$ cat src/rtl/cmpm_pkg.sv
// Package: shared action codes for the compare-match unit.
// Assumes: two-bit action field per slot; code values are part of the port contract.
package cmpm_pkg;
    typedef enum logic [1:0] {
        ACT_SET  = 2'b00,
        ACT_CLR  = 2'b01,
        ACT_IRQ  = 2'b10,
        ACT_NONE = 2'b11
    } cmpm_act_e;
endpackage

$ cat src/rtl/cmpm_hist.sv
// Module: cmpm_hist
// Keeps the value carried by the most recent update strobe, plus a flag that
// says whether any strobe has been seen since reset.
// Assumes: every strobe is recorded, whether the counter is enabled or not.
module cmpm_hist #(
    parameter int CNT_W = 32
) (
    input  logic             clk,
    input  logic             rst_n,
    input  logic             upd,
    input  logic [CNT_W-1:0] val,
    output logic [CNT_W-1:0] prev,
    output logic             prev_vld
);
    // Capture the new value on each strobe.
    always_ff @(posedge clk) begin
        if (!rst_n) begin
            prev     <= '0;
            prev_vld <= 1'b0;
        end else if (upd) begin
            prev     <= val;
            prev_vld <= 1'b1;
        end
    end

    // a strobe always lands in the history one cycle later.
    assert_hist_follow_R9: assert property (@(posedge clk) disable iff (!rst_n)
        upd |=> (prev_vld && prev == $past(val)));
endmodule

$ cat src/rtl/cmpm_slot.sv
// Module: cmpm_slot
// One compare slot. It detects an arrival of the new count at the compare
// value and applies the configured action to a registered bit or an
// interrupt pulse.
// Assumes: prev/prev_vld come from cmpm_hist and describe the value before
// this cycle's strobe; gate is low while the counter is disabled.
module cmpm_slot
    import cmpm_pkg::*;
#(
    parameter int CNT_W = 32
) (
    input  logic             clk,
    input  logic             rst_n,
    input  logic             upd,
    input  logic [CNT_W-1:0] val,
    input  logic [CNT_W-1:0] prev,
    input  logic             prev_vld,
    input  logic             gate,
    input  logic             en,
    input  cmpm_act_e        act,
    input  logic [CNT_W-1:0] cmp,
    output logic             out_bit,
    output logic             irq
);
    logic at_cmp;
    logic was_cmp;
    logic hit;

    // Arrival test: the new value is on target and the old one was not.
    always_comb begin
        at_cmp  = (val == cmp);
        was_cmp = prev_vld && (prev == cmp);
        hit     = upd && gate && en && at_cmp && !was_cmp;
    end

    // Apply the set or clear action to the held output bit.
    always_ff @(posedge clk) begin
        if (!rst_n) begin
            out_bit <= 1'b0;
        end else if (hit && act == ACT_SET) begin
            out_bit <= 1'b1;
        end else if (hit && act == ACT_CLR) begin
            out_bit <= 1'b0;
        end
    end

    // Issue a one-cycle interrupt request per arrival.
    always_ff @(posedge clk) begin
        if (!rst_n) begin
            irq <= 1'b0;
        end else begin
            irq <= hit && (act == ACT_IRQ);
        end
    end

    assert_set_high_R3: assert property (@(posedge clk) disable iff (!rst_n)
        (upd && gate && en && act == ACT_SET && val == cmp &&
         !(prev_vld && prev == cmp)) |=> out_bit);
    assert_clr_low_R3: assert property (@(posedge clk) disable iff (!rst_n)
        (upd && gate && en && act == ACT_CLR && val == cmp &&
         !(prev_vld && prev == cmp)) |=> !out_bit);
    assert_leave_silent_R2: assert property (@(posedge clk) disable iff (!rst_n)
        (upd && prev_vld && prev == cmp) |=> (!irq && $stable(out_bit)));
    assert_idle_hold_R2: assert property (@(posedge clk) disable iff (!rst_n)
        !upd |=> (!irq && $stable(out_bit)));
    assert_irq_single_R4: assert property (@(posedge clk) disable iff (!rst_n)
        irq |=> !irq);
    assert_quiet_slot_R5: assert property (@(posedge clk) disable iff (!rst_n)
        (!en || act == ACT_NONE) |=> (!irq && $stable(out_bit)));
endmodule

$ cat src/rtl/cmpm_top.sv
// Module: cmpm_top
// Compare-match unit: one shared history register feeding SLOTS compare
// slots, plus the flag for a slot enabled on a disabled counter.
// Assumes: cnt_val/cnt_upd come straight from the counter, and events are
// evaluated in the strobe cycle and appear one clock later.
module cmpm_top
    import cmpm_pkg::*;
#(
    parameter int CNT_W = 32,
    parameter int SLOTS = 4
) (
    input  logic                   clk,
    input  logic                   rst_n,
    input  logic [CNT_W-1:0]       cnt_val,
    input  logic                   cnt_upd,
    input  logic                   cnt_en,
    input  logic [SLOTS-1:0]       slot_en,
    input  logic [2*SLOTS-1:0]     slot_act,
    input  logic [CNT_W*SLOTS-1:0] slot_cmp,
    output logic [SLOTS-1:0]       out_bit,
    output logic [SLOTS-1:0]       irq,
    output logic                   cfg_err
);
    localparam int ACT_W = 2;

    logic [CNT_W-1:0] prev;
    logic             prev_vld;

    cmpm_hist #(.CNT_W(CNT_W)) u_hist (
        .clk      (clk),
        .rst_n    (rst_n),
        .upd      (cnt_upd),
        .val      (cnt_val),
        .prev     (prev),
        .prev_vld (prev_vld)
    );

    for (genvar s = 0; s < SLOTS; s++) begin : g_slot
        cmpm_slot #(.CNT_W(CNT_W)) u_slot (
            .clk      (clk),
            .rst_n    (rst_n),
            .upd      (cnt_upd),
            .val      (cnt_val),
            .prev     (prev),
            .prev_vld (prev_vld),
            .gate     (cnt_en),
            .en       (slot_en[s]),
            .act      (cmpm_act_e'(slot_act[ACT_W*s +: ACT_W])),
            .cmp      (slot_cmp[CNT_W*s +: CNT_W]),
            .out_bit  (out_bit[s]),
            .irq      (irq[s])
        );
    end

    // Flag a slot armed against a stopped counter.
    always_ff @(posedge clk) begin
        if (!rst_n) begin
            cfg_err <= 1'b0;
        end else begin
            cfg_err <= (|slot_en) && !cnt_en;
        end
    end

    assert_err_raise_R7: assert property (@(posedge clk) disable iff (!rst_n)
        ((|slot_en) && !cnt_en) |=> cfg_err);
    assert_err_quiet_R7: assert property (@(posedge clk) disable iff (!rst_n)
        !cnt_en |=> (irq == '0 && $stable(out_bit)));
    assert_reset_clear_R8: assert property (@(posedge clk)
        !rst_n |=> (irq == '0 && out_bit == '0 && !cfg_err));
endmodule

$ cat config.mk
export PLATFORM = sky130hd
export DESIGN_NAME = cmpm_top
export DESIGN_NICKNAME = d
export VERILOG_FILES = /design/src/rtl/cmpm_pkg.sv /design/src/rtl/cmpm_hist.sv /design/src/rtl/cmpm_slot.sv /design/src/rtl/cmpm_top.sv
export SDC_FILE = /design/constraint.sdc
export NUM_CORES = 1
export LEC_CHECK = 0
export BUFFER_PORTS_ARGS = -buffer_cell sky130_fd_sc_hd__buf_2
export CAP_MARGIN = 20
export CELL_PAD_IN_SITES_DETAIL_PLACEMENT = 2
export CELL_PAD_IN_SITES_GLOBAL_PLACEMENT = 2
export CORE_UTILIZATION = 28
export CTS_BUF_LIST = sky130_fd_sc_hd__clkbuf_16
export DETAILED_ROUTE_END_ITERATION = 16
export PLACE_DENSITY_LB_ADDON = 0.1
export SYNTH_ARGS = -nofsm -noshare
export SYNTH_HDL_FRONTEND = slang
export SYNTH_SLANG_ARGS = --single-unit
$ cat constraint.sdc
create_clock -name clk -period 2.9 [get_ports clk]
set_clock_uncertainty 0.15 [all_clocks]
set_input_delay 0.145 -clock clk [delete_from_list [all_inputs] [get_ports clk]]
set_output_delay 0.145 -clock clk [all_outputs]
set_load 0.03 [all_outputs]
Yosys cells after proc, flatten, opt, wreduce, memory -nomap -nowiden:

Cells that the tools add are included.

* muxes and demuxes: 8
* add/sub/neg operators: 0
* equal/unequal tests: 16
* $lt $le $gt $ge: 0
* bitwise operators: 0
* shift-type cells: 0
* reductions and logical operators: 44
* divide/modulo/power cells: 0
* $mul: 0

Operators by type and width (count)
* 32-bit == test: 8
* 1-bit logical AND: 30
* 2-bit by 1-bit == test with 1-bit output (second input constant): 4
* 2-bit == test (second input constant): 4
* 2-bit logical NOT: 4
* 1-bit 2-to-1 mux: 8
* 2-bit nonzero test: 4
* 1-bit logical NOT: 5
* 4-bit OR reduction: 1

* bits of input ports: 176
* register bits after elaboration: 42
* latch bits: 0
* bits in read-only memories: 0
* output and inout bits: 9
* bits in writable memories: 0
* memories kept: 0
* logic and storage cells: 79

Logic depth before layout (Yosys ltp):

Gate-level depths: netlist of the first run.

* depth after elaboration: 7
* gate-level depth with buffers: 7
* depth with buffers taken out: 6

Hierarchy:

A second synthesis of the first run with hierarchy kept.

* cell total of the unflattened synthesis: 488
* area total of the unflattened synthesis: 4458.0 µm²

Modules (own cells, without submodules)
* cmpm_slot: sequential area each 40.0 µm², times used 4, cells each 95, area each 788.3 µm²
* cmpm_hist: sequential area each 660.6 µm², times used 1, cells each 105, area each 1271.2 µm²
* cmpm_top: sequential area each 20.0 µm², times used 1, cells each 3, area each 33.8 µm²

Worst setup path after synthesis of the first run:

Ideal clock, no wire load.

* path kind: input to register
* start point: in cnt_val[17]
* end point: reg g_slot[0].u_slot.out_bit
* data required time: 2.631 ns
* path buffers: 1
* arrival time: 2.000 ns
* path slack: 0.631 ns
* cell stages on the path: 7
* setup time: 0.119 ns
* path through: buf_4 > xor2_1 > nor4_1 > nand2_2 > or4_4 > or4_1 > o221a_1

* word-level cells in the longest chain between the ends: 5
* elaborated cells between the ends (all ways): 7
* those cells by class: eq/ne (1); mux (1); reduce/logical (5)

Ends and longest elaborated chain
* from (decl): RTL line cmpm_top.sv:14 `input logic [CNT_W-1:0] cnt_val,`
* 32-bit == test (*): RTL line cmpm_slot.sv:31 `at_cmp = (val == cmp);`
* 1-bit logical AND (*) (2 in a row): RTL line cmpm_slot.sv:33 `hit = upd && gate && en && at_cmp && !was_cmp;`
* 1-bit logical AND, on equally long branches: RTL line cmpm_slot.sv:40, cmpm_slot.sv:42
* 1-bit 2-to-1 mux / 2-bit nonzero test (equally long branches)
* to (signal assigned): RTL line cmpm_slot.sv:39 `out_bit <= 1'b0;`
* to (signal assigned): RTL line cmpm_slot.sv:41 `out_bit <= 1'b1;`
* to (signal assigned): RTL line cmpm_slot.sv:43 `out_bit <= 1'b0;`
* to (decl): RTL line cmpm_slot.sv:22 `output logic out_bit,`

Every way passes the cells marked *; elsewhere a longest branch is shown, timed or not.
A chain may end at the register's enable or synchronous reset.

Worst setup path after layout of the first run:

* start point: reg u_hist.prev[10]
* end point: reg g_slot[3].u_slot.out_bit

* word-level cells in the longest chain between the ends: 6
* elaborated cells between the ends (all ways): 8
* those cells by class: eq/ne (1); mux (1); reduce/logical (6)

Ends and longest elaborated chain
* from (decl): RTL line cmpm_hist.sv:12 `output logic [CNT_W-1:0] prev,`
* from (signal assigned): RTL line cmpm_hist.sv:21 `prev <= val;`
* 32-bit == test (*): RTL line cmpm_slot.sv:32 `was_cmp = prev_vld && (prev == cmp);`
* 1-bit logical AND (*): RTL line cmpm_slot.sv:32
* 1-bit logical NOT (*): RTL line cmpm_slot.sv:33
* 1-bit logical AND (*): RTL line cmpm_slot.sv:33
* 1-bit logical AND, on equally long branches: RTL line cmpm_slot.sv:40, cmpm_slot.sv:42
* 1-bit 2-to-1 mux / 2-bit nonzero test (equally long branches)
* to (signal assigned): RTL line cmpm_slot.sv:39
* to (signal assigned): RTL line cmpm_slot.sv:41
* to (signal assigned): RTL line cmpm_slot.sv:43
* to (decl): RTL line cmpm_slot.sv:22

Marked as above.

==> results of run 1 <==
## registers in the layout, summed over array words and instances, names as in the netlist
| name | count |
|---|---|
| u_hist.prev | 32 |
| g_slot.u_slot.irq | 4 |
| g_slot.u_slot.out_bit | 4 |
| cfg_err | 1 |
| u_hist.prev_vld | 1 |
## critical path: stages (launching register included)
cell	delay (ps)
dfxtp_1	630
xor2_1	140
nor4_1	480
nand4_1	200
nor3_1	450
nor4_1	130
o221a_1	250
## final cells by class
cell class | instances | area, sq um | share of cell area
sequential | 42 | 841 | 0.144
multi-input combinational | 440 | 3520 | 0.604
clock inverter | 3 | 16.3 | 0.00279
inverter | 4 | 15.0 | 0.00258
tap | 220 | 275 | 0.0473
clock buffer | 5 | 125 | 0.0215
timing repair buffer | 197 | 1040 | 0.178
## Yosys cell counts (all sizes together)
cell,number
nor3b,1
nand2,3
o21a,1
nor4,56
xnor2,48
buf,27
inv,4
nor3,12
or4,7
clkbuf,53
nor2b,32
nand3,16
and2,1
xor2,208
and3,1
dfxtp,42
nand3b,1
o221a,4
nand4,17
mux2i,32
## through the flow
step	setup WS, ps	total power [W]	instance area (sq um)	hold slack, ps	cells
floorplan	631	0.00106	4770	71.1	566
global placement	307	0.00142	5610	190	896
detailed placement	267	0.00143	5610	190	896
CTS	386	0.00205	5830	2.56	911
global route	302	0.00212	5830	25.7	911
finish	354	0.00203	5830	31.6	911
## metal layers
layer,up-vias,share of wire,global-route usage
met5,-,0,0
met4,0,0.041,0.121
met3,38,0.064,0.0460
met2,172,0.46,0.443
met1,2221,0.44,0.347
li1,2103,-,-
## power groups by stage
stage	combinational (W)	sequential [W]	clock [W]
global placement	0.000734	0.000681	0
CTS	0.000755	0.000669	0.000623
detailed placement	0.000744	0.000682	0
finish	0.000759	0.000668	0.000605
floorplan	0.000439	0.000624	0
global route	0.000806	0.000673	0.000646
## logic make-up after synthesis
logic type,synth area share
XOR/XNOR,0.470
AND/OR/NAND/NOR,0.189
buffers and inverters,0.0868
flip-flops,0.176
multiplexers,0.0671
AO/OA/AOI/OAI,0.0110
## worst paths after layout
kind | from | end | slack, ps | depth (start not counted)
worst min-delay path | slot_act[3] | g_slot[1].u_slot.irq$_SDFF_PN0_ | 30 | 3
worst max-delay path | u_hist.prev[10]$_SDFFE_PN0P_ | g_slot[3].u_slot.out_bit$_SDFFE_PN0P_ | 350 | 6
worst max register to register | u_hist.prev[10]$_SDFFE_PN0P_ | g_slot[3].u_slot.out_bit$_SDFFE_PN0P_ | 350 | 6
worst min register to register | g_slot[3].u_slot.out_bit$_SDFFE_PN0P_ | g_slot[3].u_slot.out_bit$_SDFFE_PN0P_ | 390 | 1
==> results.json, run 1 <==
{
  "status": "finished clean",
  "nets": 866,
  "grt_pass1_wl_mm": 33.6,
  "antennaDiodeCount": 0,
  "post_synth_inst_count": 566,
  "grt_pass1_vias": 5092,
  "fin_util": 0.351,
  "hpwl_mm": 20.0,
  "crit_type": "register to register",
  "grt_max_degree": 34,
  "min_period_over_period": 0.878,
  "mostFrequentLayoutCells": "xor2_1 (208), buf_2 (184), nor4_1 (56)",
  "antenna_left": 0,
  "grt_overflow_total": 0,
  "combinationalPowerShare": 0.373,
  "gp_congestion": 0.908,
  "synth_warnings": 0,
  "dieHeight_microns": 133,
  "wl_mm": 23.4,
  "yosys-top-cells-area": "xor2_1 (38%), dfxtp_1 (18%), xnor2_1 (8.8%)",
  "fp.dieArea_sq_um": 17600,
  "wl_per_cell_microns": 25.7,
  "clk_latency_ps": 310,
  "clk_path_buf_depth": 2,
  "syn_avg_cell_area_sq_um": 8.43,
  "drt_iter0_markers": 198,
  "hold_violations": 0,
  "p_sw_w": 0.000797,
  "p_clk_frac": 0.298,
  "ys_seq_area_frac": 0.176,
  "rsz0062_at_grt": "false",
  "grt.total_usage": 0.271,
  "period_minus_slack_ps": 2550,
  "syn_nets": 742,
  "setup_viol": 0,
  "drc_errors": 0,
  "clkTransAtPathRegs_ps": 70,
  "die_x_microns": 133,
  "yosysTopAreaCell": "xor2_1",
  "cp-start-kind": "register",
  "placement_rows": 47,
  "htree_levels": 2,
  "cp.arrival_ps": 2600,
  "first_pass_iters": 4,
  "start_util": 0.288,
  "ys_ff_latch": 42,
  "via_count": 4534,
  "cts_made_buffers": 5,
  "synth.distinct_cells": 26,
  "switching_share": 0.392,
  "powerDensity_nw_per_um2": 349,
  "syn2layout_area_growth_pct": 22.1,
  "seqPwrFrac": 0.329,
  "fillers": 1965,
  "yosysTopAreaCellShare": 0.382,
  "cts_tree": "built",
  "placement.io_buffers": 184,
  "critPathMaxFanout": 5,
  "hold_path_class": "input pin to register",
  "drive_above_1_share": 0.292,
  "slew_viol_final": 0,
  "via_per_inst": 4.98,
  "fmax_mhz": 393,
  "ctsRootBufferMaster": "clkbuf_16",
  "endpoint_kind": "register",
  "postCtsSetupRepairBufs": 0,
  "syn_area_sq_um": 4770,
  "vdd_drop_max_mv": 0.204,
  "cts_hold_buffers": 7,
  "final.setup.tns_ps": 0,
  "required_ps": 2950,
  "p_int_w": 0.00124,
  "io_pins": 185,
  "max-slew-margin-rel": 0.504,
  "cts_sinks": 42,
  "p_leak_nw": 2.71,
  "antenna_found_initial": 0,
  "post_cts_resized": 0,
  "tightest_slew_ps": 737,
  "coreArea_sq_um": 16600,
  "max_cap_violations": 0,
  "final_common_cell": "xor2_1"
}
Power figures use the tool's default switching activity.
==> run 2: changes to the inputs <==
--- a/config.mk
+++ b/config.mk
@@ -11,8 +11,10 @@
 export CELL_PAD_IN_SITES_GLOBAL_PLACEMENT = 2
 export CORE_UTILIZATION = 28
 export CTS_BUF_LIST = sky130_fd_sc_hd__clkbuf_16
+export CTS_CLUSTER_SIZE = 28
 export DETAILED_ROUTE_END_ITERATION = 16
 export PLACE_DENSITY_LB_ADDON = 0.1
+export RECOVER_POWER = 50
 export SYNTH_ARGS = -nofsm -noshare
 export SYNTH_HDL_FRONTEND = slang
 export SYNTH_SLANG_ARGS = --single-unit
==> run 2 against run 1 <==
Compared with the run above:
- final area shrank 0.17%
- register-to-register slack got worse by 20 ps
- clock power hardly changed
- cell count unchanged
- wire length down 0.12%
- first-iteration DRC count down 15%
- via count decreased by 0.40%
- worst setup slack got worse by 19 ps
- fmax fell by 0.76%
- sequential share of layout area is essentially flat
- non-clock buffer count is the same
- core utilization fell by 0.060 points
- critical path type unchanged
- largest power group unchanged
==> results.json, run 2 (synthesis results as in run 1) <==
{
  "status": "finished clean",
  "antenna_left": 0,
  "ctsRootBufferMaster": "clkbuf_16",
  "hpwl_mm": 20.0,
  "max_cap_violations": 0,
  "worstSetupStartpoint": "u_hist.prev[10]$_SDFFE_PN0P_",
  "dieHeight_microns": 133,
  "drt_iter0_markers": 169,
  "fmax_mhz": 390,
  "placement_rows": 47,
  "antenna_found_initial": 0,
  "fin_cells": 911,
  "wl_mm": 23.3,
  "critical_path_buf_inv_count": 0,
  "via_count": 4516,
  "cpMostUsedCell": "nor4_1",
  "endpoint_kind": "register",
  "cts_made_buffers": 5,
  "powerDensity_nw_per_um2": 350,
  "via_per_inst": 4.96,
  "cp.arrival_ps": 2620,
  "critPathSlowestCell": "dfxtp_1",
  "first_pass_iters": 4,
  "tightest_slew_ps": 1380,
  "required_ps": 2960,
  "top_regs": "u_hist.prev: 32 flops, g_slot.u_slot.irq: 4 flops, g_slot.u_slot.out_bit: 4 flops",
  "placement.io_buffers": 184,
  "path_cells": "xor2_1 -> nor4_1 -> nand4_1 -> nor3_1 -> nor4_1 -> o221a_1",
  "fillers": 1966,
  "drc_errors": 0,
  "p_int_w": 0.00124,
  "hold_violations": 0,
  "rsz0062_at_grt": "false",
  "cts_tree": "built",
  "slowest_delay_ps": 640,
  "syn2layout_area_growth_pct": 21.9,
  "nets": 866,
  "wl_per_cell_microns": 25.6,
  "final.setup.tns_ps": 0,
  "mostFrequentLayoutCells": "xor2_1 (208), buf_2 (178), nor4_1 (56)",
  "grt_pass1_wl_mm": 33.6,
  "whs_ps": 27.0,
  "critPathMaxFanout": 5,
  "dp_cells": 896,
  "seqPwrFrac": 0.329,
  "p_sw_w": 0.000798,
  "combinationalPowerShare": 0.374,
  "p_leak_nw": 2.69,
  "grt.total_usage": 0.271,
  "grt_overflow_total": 0,
  "postLayoutCellArea_sq_um": 5820,
  "clkTransAtPathRegs_ps": 80,
  "top_register": "u_hist.prev",
  "htree_levels": 2,
  "hold_start": "slot_act[3]",
  "fp.dieArea_sq_um": 17600,
  "die_x_microns": 133,
  "switching_share": 0.392,
  "slew_viol_final": 0,
  "io_pins": 185,
  "timing.rr.start": "u_hist.prev[10]$_SDFFE_PN0P_",
  "final_common_cell": "xor2_1",
  "antennaDiodeCount": 0,
  "place_area_sq_um": 5610,
  "hold_path_class": "input pin to register",
  "power_w": 0.00203,
  "drive_above_1_share": 0.284,
  "p_clk_frac": 0.298,
  "cts_sinks": 42,
  "gp_congestion": 0.908,
  "setup_viol": 0,
  "grt_max_degree": 34,
  "clk_path_buf_depth": 2,
  "coreArea_sq_um": 16600,
  "period_minus_slack_ps": 2570,
  "crit_type": "register to register",
  "cp-start-kind": "register",
  "path_delay_family": "simple AND/OR/NAND/NOR gates",
  "vdd_drop_max_mv": 0.204,
  "max-slew-margin-rel": 0.0833,
  "clk_latency_ps": 310,
  "start_util": 0.288,
  "largest_reg_flops": 32,
  "grt_pass1_vias": 5092,
  "min_period_over_period": 0.885
}
==> run 2: what timing repair did <==
item,4_1_cts,5_1_grt
hold buffers,7,0
setup buffers,0,0
resized for setup,0,0
endpoints found under the hold margin,4,0
==> run 2: stage by stage <==
stage	setup WS, ps	util
after floorplan	631	-
after global placement	307	0.339
after detailed placement	267	0.339
after CTS	386	0.351
after global routing	302	0.351
final	335	0.351
==> run 2: metal layers <==
metal | global-route usage | vias up | part of all wire
met3 | 0.0460 | 35 | 0.058
met2 | 0.443 | 163 | 0.46
met5 | 0 | - | 0
li1 | - | 2103 | -
met1 | 0.347 | 2215 | 0.44
met4 | 0.121 | 0 | 0.040
==> run 2: final timing paths <==
kind                                            to  slack (ps)  depth (start not counted)
min reg2reg  g_slot[3].u_slot.out_bit$_SDFFE_PN0P_         390                          1
max reg2reg  g_slot[3].u_slot.out_bit$_SDFFE_PN0P_         330                          6
min                g_slot[1].u_slot.irq$_SDFF_PN0_          30                          3
max          g_slot[3].u_slot.out_bit$_SDFFE_PN0P_         330                          6
==> run 2: worst register-to-register path, delay by kind of cell (launching register included) <==
| family | cells | cell delay, ps |
|---|---|---|
| and+or+nand+nor | 4 | 1280 |
| DFF | 1 | 640 |
| AOI/OAI and AO/OA | 1 | 250 |
| xor gates and xnor gates | 1 | 140 |
==> run 2: cell type report <==
type / count / area, sq um / area share
Multi-Input combinational cell: 440 / 3520 / 0.605
Timing Repair Buffer: 197 / 1030 / 0.176
Clock inverter: 3 / 16.3 / 0.00280
Inverter: 4 / 15.0 / 0.00258
Sequential cell: 42 / 841 / 0.145
Tap cell: 220 / 275 / 0.0473
Clock buffer: 5 / 125 / 0.0215
==> run 2: power groups by stage <==
| stage | logic, W | clock network, W | registers [W] |
|---|---|---|---|
| global placement | 0.000734 | 0 | 0.000681 |
| CTS | 0.000755 | 0.000623 | 0.000669 |
| global route | 0.000807 | 0.000646 | 0.000673 |
| detailed placement | 0.000744 | 0 | 0.000682 |
| floorplan | 0.000439 | 0 | 0.000624 |
| finish | 0.000760 | 0.000606 | 0.000668 |
